--- src/rtl/bemf_pkg.sv ---
package bemf_pkg;
  // strobes from control to datapath
  typedef struct packed {
    logic openWin;     // first cycle of an off window
    logic takeSample;  // a qualifying sample is on the bus
    logic commit;      // window closed with at least one candidate
  } bemfCtl_t;
endpackage

--- src/rtl/bemf_ctrl.sv ---
module bemf_ctrl
  import bemf_pkg::*;
(
  input  logic     clk,
  input  logic     rst_n,
  input  logic     pwmOff,
  input  logic     sampleValid,
  output bemfCtl_t ctl
);
  logic offQ;
  logic seenQ;

  always_comb begin
    ctl.openWin    = pwmOff & ~offQ;
    ctl.takeSample = pwmOff & sampleValid;
    ctl.commit     = ~pwmOff & offQ & seenQ;
  end

  always_ff @(posedge clk) begin
    if (!rst_n) begin
      offQ  <= 1'b0;
      seenQ <= 1'b0;
    end else begin
      offQ <= pwmOff;
      if (ctl.openWin) seenQ <= ctl.takeSample;
      else             seenQ <= seenQ | ctl.takeSample;
    end
  end
endmodule

--- src/rtl/bemf_datapath.sv ---
module bemf_datapath
  import bemf_pkg::*;
#(
  parameter int SAMPLE_W = 10,
  parameter int ODO_W    = 32
) (
  input  logic                clk,
  input  logic                rst_n,
  input  bemfCtl_t            ctl,
  input  logic [SAMPLE_W-1:0] sampleData,
  input  logic                dirReverse,
  input  logic                odoClear,
  output logic [SAMPLE_W-1:0] speedOut,
  output logic                speedValid,
  output logic [ODO_W-1:0]    odometer
);
  localparam logic [SAMPLE_W-1:0] MIN_INIT = '1;

  logic [SAMPLE_W-1:0] minReg;
  logic [ODO_W-1:0]    extSpeed;
  logic [ODO_W-1:0]    odoNext;

  always_ff @(posedge clk) begin
    if (!rst_n) begin
      minReg <= MIN_INIT;
    end else if (ctl.openWin) begin
      minReg <= ctl.takeSample ? sampleData : MIN_INIT;
    end else if (ctl.takeSample && (sampleData < minReg)) begin
      minReg <= sampleData;
    end
  end

  always_comb begin
    extSpeed = ODO_W'(minReg);
    odoNext  = dirReverse ? (odometer - extSpeed) : (odometer + extSpeed);
  end

  always_ff @(posedge clk) begin
    if (!rst_n) begin
      speedOut   <= '0;
      speedValid <= 1'b0;
      odometer   <= '0;
    end else begin
      speedValid <= ctl.commit;
      if (ctl.commit) speedOut <= minReg;
      if (odoClear)        odometer <= '0;
      else if (ctl.commit) odometer <= odoNext;
    end
  end
endmodule

--- src/rtl/bemf_odometer.sv ---
module bemf_odometer
  import bemf_pkg::*;
#(
  parameter int SAMPLE_W = 10,
  parameter int ODO_W    = 32
) (
  input  logic                clk,
  input  logic                rst_n,
  input  logic                pwmOff,
  input  logic                sampleValid,
  input  logic [SAMPLE_W-1:0] sampleData,
  input  logic                dirReverse,
  input  logic                odoClear,
  output logic [SAMPLE_W-1:0] speedOut,
  output logic                speedValid,
  output logic [ODO_W-1:0]    odometer
);
  bemfCtl_t ctl;

  bemf_ctrl u_ctrl (
    .clk(clk), .rst_n(rst_n), .pwmOff(pwmOff),
    .sampleValid(sampleValid), .ctl(ctl)
  );

  bemf_datapath #(.SAMPLE_W(SAMPLE_W), .ODO_W(ODO_W)) u_dp (
    .clk(clk), .rst_n(rst_n), .ctl(ctl), .sampleData(sampleData),
    .dirReverse(dirReverse), .odoClear(odoClear),
    .speedOut(speedOut), .speedValid(speedValid), .odometer(odometer)
  );
endmodule

--- config.mk ---
export PLATFORM = sky130hd
export DESIGN_NAME = bemf_odometer
export DESIGN_NICKNAME = d
export VERILOG_FILES = /design/src/rtl/bemf_pkg.sv /design/src/rtl/bemf_ctrl.sv /design/src/rtl/bemf_datapath.sv /design/src/rtl/bemf_odometer.sv
export SDC_FILE = /design/constraint.sdc
export NUM_CORES = 1
export LEC_CHECK = 0
export BUFFER_PORTS_ARGS = -buffer_cell sky130_fd_sc_hd__buf_2
export CORE_MARGIN = 10
export CORE_UTILIZATION = 47
export CTS_CLUSTER_DIAMETER = 60
export DETAILED_ROUTE_END_ITERATION = 7
export GPL_TIMING_DRIVEN = 0
export PLACE_DENSITY = 0.64
export SLEW_MARGIN = 20
export SYNTH_ARGS = -nofsm -noshare
export SYNTH_HDL_FRONTEND = slang
export SYNTH_SLANG_ARGS = --single-unit
--- constraint.sdc ---
create_clock -name clk -period 4.3 [get_ports clk]
set_input_delay 0.215 -clock clk [delete_from_list [all_inputs] [get_ports clk]]
set_output_delay 0.215 -clock clk [all_outputs]
set_load 0.05 [all_outputs]
Word-level counts from Yosys, hierarchy flattened
Index checks and enable logic that the tools add are counted.
{ "op_classes": {"reduce_logical": 3, "add_sub_neg": 2, "mux": 5, "magnitude_cmp": 1, "n_bitwise": 8} }
{ "op_table": {"columns": ["operator", "count"], "rows": [
  ["adder 32 x 10 -> 32 bit", 1],
  ["two-way mux 32 bit", 1],
  ["subtractor 32 x 10 -> 32 bit", 1],
  ["two-way mux 10 bit", 3],
  ["less-than comparator 10 bit", 1],
  ["AND 1 bit", 4],
  ["NOT 1 bit", 3],
  ["nonzero test 2 bit", 1],
  ["OR reduction 2 bit", 1],
  ["logical AND 1 bit", 1],
  ["two-way mux 1 bit", 1],
  ["bitwise OR 1 bit", 1]
]} }
{ "totals": {"register_bits": 55, "input_bits": 16, "out_inout_bits": 43} }

Depth between registers and ports, before layout
{ "depth": {"depth_word": 4, "mapped_depth": 15, "mapped_depth_nobuf": 14} }

By module
From an unflattened synthesis, not the netlist that was laid out.
{ "hier_totals": {"hier_cells": 495, "hier_area_um2": 4175.3} }
{ "modules_own_cells": {"columns": ["mod", "area_per_inst_um2", "n_inst", "cells_each"], "rows": [
  ["bemf_datapath", 4083.9, 1, 486],
  ["bemf_ctrl", 91.3, 1, 9]
]} }

Worst setup path before layout
Ideal clock, no wire load.
{ "synth_path": {"kind": "register to register", "startpoint": "reg u_dp.minReg[0]", "endpoint": "reg u_dp.odometer[31]", "path_stages_with_launch": 16, "slack_ps": 1077, "arrival_time_ps": 3153, "required_time_ps": 4230, "setup_time_ps": 70, "cell_sequence": "dfxtp_1 > inv_1 > ha_1 > nor2b_1 > a21oi_1 > nor2_1 > ha_1 > buf_4 > and2_4 > nand4_4 > a211o_1 > o211ai_4 > a311oi_1 > o211a_1 > or3_1 > a21oi_1"} }
{ "synth_via": {"elab_chain_len": 2, "elab_cells_between_ends": 3, "cone_classes": "add/sub: 2; mux: 1"} }
{ "synth_lines": {"columns": ["element", "line_no", "source"], "rows": [
  ["from (decl)", "bemf_datapath.sv:19", "logic [SAMPLE_W-1:0] minReg;"],
  ["from (signal assigned)", "bemf_datapath.sv:27", "minReg <= ctl.takeSample ? sampleData : MIN_INIT;"],
  ["from (signal assigned)", "bemf_datapath.sv:29", "minReg <= sampleData;"],
  ["adder 32 x 10 -> 32 bit or subtractor 32 x 10 -> 32 bit (tied branches)", "bemf_datapath.sv:35", "odoNext = dirReverse ? (odometer - extSpeed) : (odometer + extSpeed);"],
  ["two-way mux 32 bit (*)", "bemf_datapath.sv:35", null],
  ["to (signal assigned)", "bemf_datapath.sv:47", "else if (ctl.commit) odometer <= odoNext;"],
  ["to (decl)", "bemf_datapath.sv:15", "output logic [ODO_W-1:0] odometer"]
]} }
Every way passes the cells marked *; elsewhere a longest branch is shown, timed or not.
A chain may end at the register's enable or synchronous reset.

Worst setup path in the final report
Ends and elaborated chain as after synthesis.

==> run_results.csv <==
group,metric,value,unit
grt,grt_start_max_net_pins,21,
critical_path,critPathArrivalTime,4.20,ns
worst_hold_path,hp-class,"in -> reg",
floorplanning,design.die.area,13400,sq um
critical_path,r2r_cells,15,
clocking,clock-sinks,55,
logic_synthesis,ys_ff_latch,55,
cells_and_area,final_nets,678,
critical_path,endpoint,"u_dp.odometer[31]",
critical_path,crit_start,"u_dp.minReg[0]",
critical_path,path_class,"reg -> reg",
floorplanning,io_pins,59,
grt,grt-ovfl-total,0,
power,peakVddDrop,150,uV
clocking,cts_buffers,5,
critical_path,critPathSlowestCell,"dfxtp_1",
clocking,clk_latency,0.33,ns
critical_path,required,4.57,ns
sta,min_period,3.93,ns
placement,dpl.hpwl,10.1,mm
detailed_routing,via_count,4335,
cells_and_area,drive_gt1_share,13.9,%
cells_and_area,final_cell_count_no_fill,728,
cells_and_area,n_antenna_cell,0,
logic_synthesis,synth_edf_count,0,
critical_path,r2r-end,"u_dp.odometer[31]",
cells_and_area,design_area,4840,sq um
sta,final-hold-violation-count,0,
clocking,cts_setup_buffers,0,
placement,port_buffers,57,
logic_synthesis,synth.distinct_cells,73,
floorplanning,initial_core_util,48.9,%
critical_path,crit_path_end_kind,"flip-flop",
detailed_routing,finalWirelength,12.9,mm
critical_path,rrSetupSlack,0.37,ns
clocking,ctsResizeCount,0,
critical_path,cp_max_fo,7,
clocking,root_buffer,"clkbuf_8",
detailed_routing,viasPerCell,5.95,
logic_synthesis,netlist_area,4320,sq um
sta,maxSlewHeadroom,47.6,%
detailed_routing,routedWlPerCell,17.7,microns
detailed_routing,ant_nets,0,
logic_synthesis,postSynth.asyncResetShare,0,%
detailed_routing,drtPass1Iterations,5,
cells_and_area,utilization,54.8,%
placement,post_dp_cell_area,4740,sq um
outcome,status,"finished clean",
sta,tns,0,ns
sta,finalMaxSlewViolations,0,
sta,finalCritPeriodShare,91.4,%
logic_synthesis,synth_ff_type,"dfxtp_1",
sta,rsz0062_at_grt,"false",
floorplanning,num_rows,34,
grt,track_usage,19.4,%
placement,dpl.cell_count,720,
floorplanning,die_y,116,microns
sta,setup_violations,0,
placement,gp_congestion,0.923,
clocking,postCtsHoldBufs,0,
clocking,htreeDepth,2,
critical_path,cp_slowest_stage_delay,0.48,ns
logic_synthesis,synth_nets,614,
power,power.density,230,nW/um^2
sta,fin_skew,0.00761,ns
critical_path,reg2reg_from,"u_dp.minReg[0]",
logic_synthesis,syn_inst,555,
floorplanning,core_area,8850,sq um
sta,tightest_slew,0.785,ns
grt,grt_pass1_wl,21.2,mm
logic_synthesis,syn_area_per_cell,7.79,sq um
grt,first_global_vias,4305,
grt,antenna_found_initial,0,
sta,fmax,255,MHz
detailed_routing,drt_iter0_markers,278,
cells_and_area,n_fill_cell,873,
job,maxCapViolCount,0,
floorplanning,die_w,116,microns
logic_synthesis,yosys_warnings,0,
cells_and_area,syn_to_final_growth,12.0,%
clocking,cts_tree,"yes",
clocking,clockBufferDepth,2,
power,p_leak,2.18,nW
critical_path,crit_path_cell_trace,"inv_1 > ha_1 > nor2b_1 > a21oi_1 > nor2_1 > ha_1 > buf_4 > and2_4 > nand4_4 > a211o_1 > o211ai_4 > a311oi_1 > o211a_1 > or3_1 > a21oi_1",
detailed_routing,drc,0,
critical_path,critPathLaunchType,"flip-flop",
logic_synthesis,ys_seq_area_share,25.5,%
clocking,path_clk_slew,0.12,ns
layout by cell type, fill, tap and decap left out, drive strengths merged, types with 4 or more instances in the layout:
cell and n:
a211oi 9, a21boi 13, a21o 17, a21oi 47, a31oi 7, a41o 4, and2 6, and3 4
buf 64, clkbuf 25, dfxtp 55, ha 42, inv 25, nand2 76, nand2b 5, nand3 39
nand4 6, nor2 27, nor2b 5, nor3 9, nor4 4, o211ai 13, o21a 5, o21ai 27
o31ai 4, or3 10, xnor2 21
layer usage:
| metal | vias to the layer above | GRT usage [%] | part of all wire (%) |
|---|---|---|---|
| met1 | 2013 | 23.8 | 44 |
| met3 | 17 | 3.10 | 5.5 |
| li1 | 2175 | - | - |
| met5 | - | 0 | 0 |
| met4 | 0 | 3.84 | 1.1 |
| met2 | 130 | 35.0 | 49 |
critical path, delay by kind of cell (launching register included):
family	cells	cell delay [ns]
and+or+nand+nor	5	0.99
adders and majority gates	2	0.55
AOI/OAI and AO/OA	6	1.63
DFF	1	0.48
buffers and inverters	2	0.21
stage by stage:
step | hold slack, ns | setup slack, ns | power [mW]
global route | 0.155 | 0.0828 | 1.17
global placement | 0.452 | 0.469 | 0.780
detailed placement | 0.459 | 0.451 | 0.785
CTS | 0.131 | 0.403 | 1.12
floorplan | 0.355 | 1.08 | 0.721
finish | 0.134 | 0.371 | 1.11
synthesized netlist by cell type (all sizes together) (10+ instances only):
cell	number	area (sq um)
dfxtp	55	1100
a21boi	13	97.6
clkbuf	20	87.6
o211ai	13	111
nor2	27	104
a21o	17	129
xnor2	21	184
or3	10	62.6
ha	42	526
nand3	39	195
o21ai	27	135
a21oi	47	239
inv	23	86.3
nand2	76	285
registers in the layout, summed over array words and instances, names as in the netlist:
signal / cells
u_dp.odometer: 32
u_dp.speedOut: 10
u_ctrl.seenQ: 1
u_dp.minReg: 10
u_ctrl.offQ: 1
u_dp.speedValid: 1
area by class of cell:
type | instances | area, sq um | area share [%]
repair buffers | 57 | 285 | 5.89
well taps | 108 | 135 | 2.79
clock buffers | 5 | 68.8 | 1.42
multi-input cells | 449 | 2990 | 61.8
flip-flops and latches | 55 | 1100 | 22.7
clock inverters | 3 | 31.3 | 0.646
plain buffers | 28 | 144 | 2.97
inverters | 23 | 86.3 | 1.78
logic make-up after synthesis:
| logic type | synth area share [%] |
|---|---|
| buf+inv | 5.32 |
| flops | 25.5 |
| xor+xnor | 4.66 |
| fa+ha+maj | 12.6 |
| compound gates | 28.2 |
| mux | 0.955 |
| simple gates | 22.8 |
power breakdown:
part           internal (mW)  switching [mW]  total [mW]  leakage [nW]
Sequential             0.522          0.0172       0.539         0.446
Clock                  0.125           0.214       0.339        0.0522
Combinational         0.0896           0.147       0.237          1.68
Total                  0.736           0.378        1.11          2.18
worst min-delay path by stage:
stage	startpoint	endpoint	slack [ns]	depth (start not counted)
3_5_place_dp	u_ctrl.seenQ	u_ctrl.seenQ	0.46	2
2_1_floorplan	sampleData[7]	u_dp.minReg[7]	0.35	2
3_3_place_gp	u_dp.speedOut[9]	u_dp.speedOut[9]	0.45	2
6_report	sampleData[0]	u_dp.minReg[0]	0.13	3
4_1_cts	sampleData[0]	u_dp.minReg[0]	0.13	3
5_1_grt	sampleData[7]	u_dp.minReg[7]	0.15	3
Note: power is estimated with default switching activity, not from simulation.
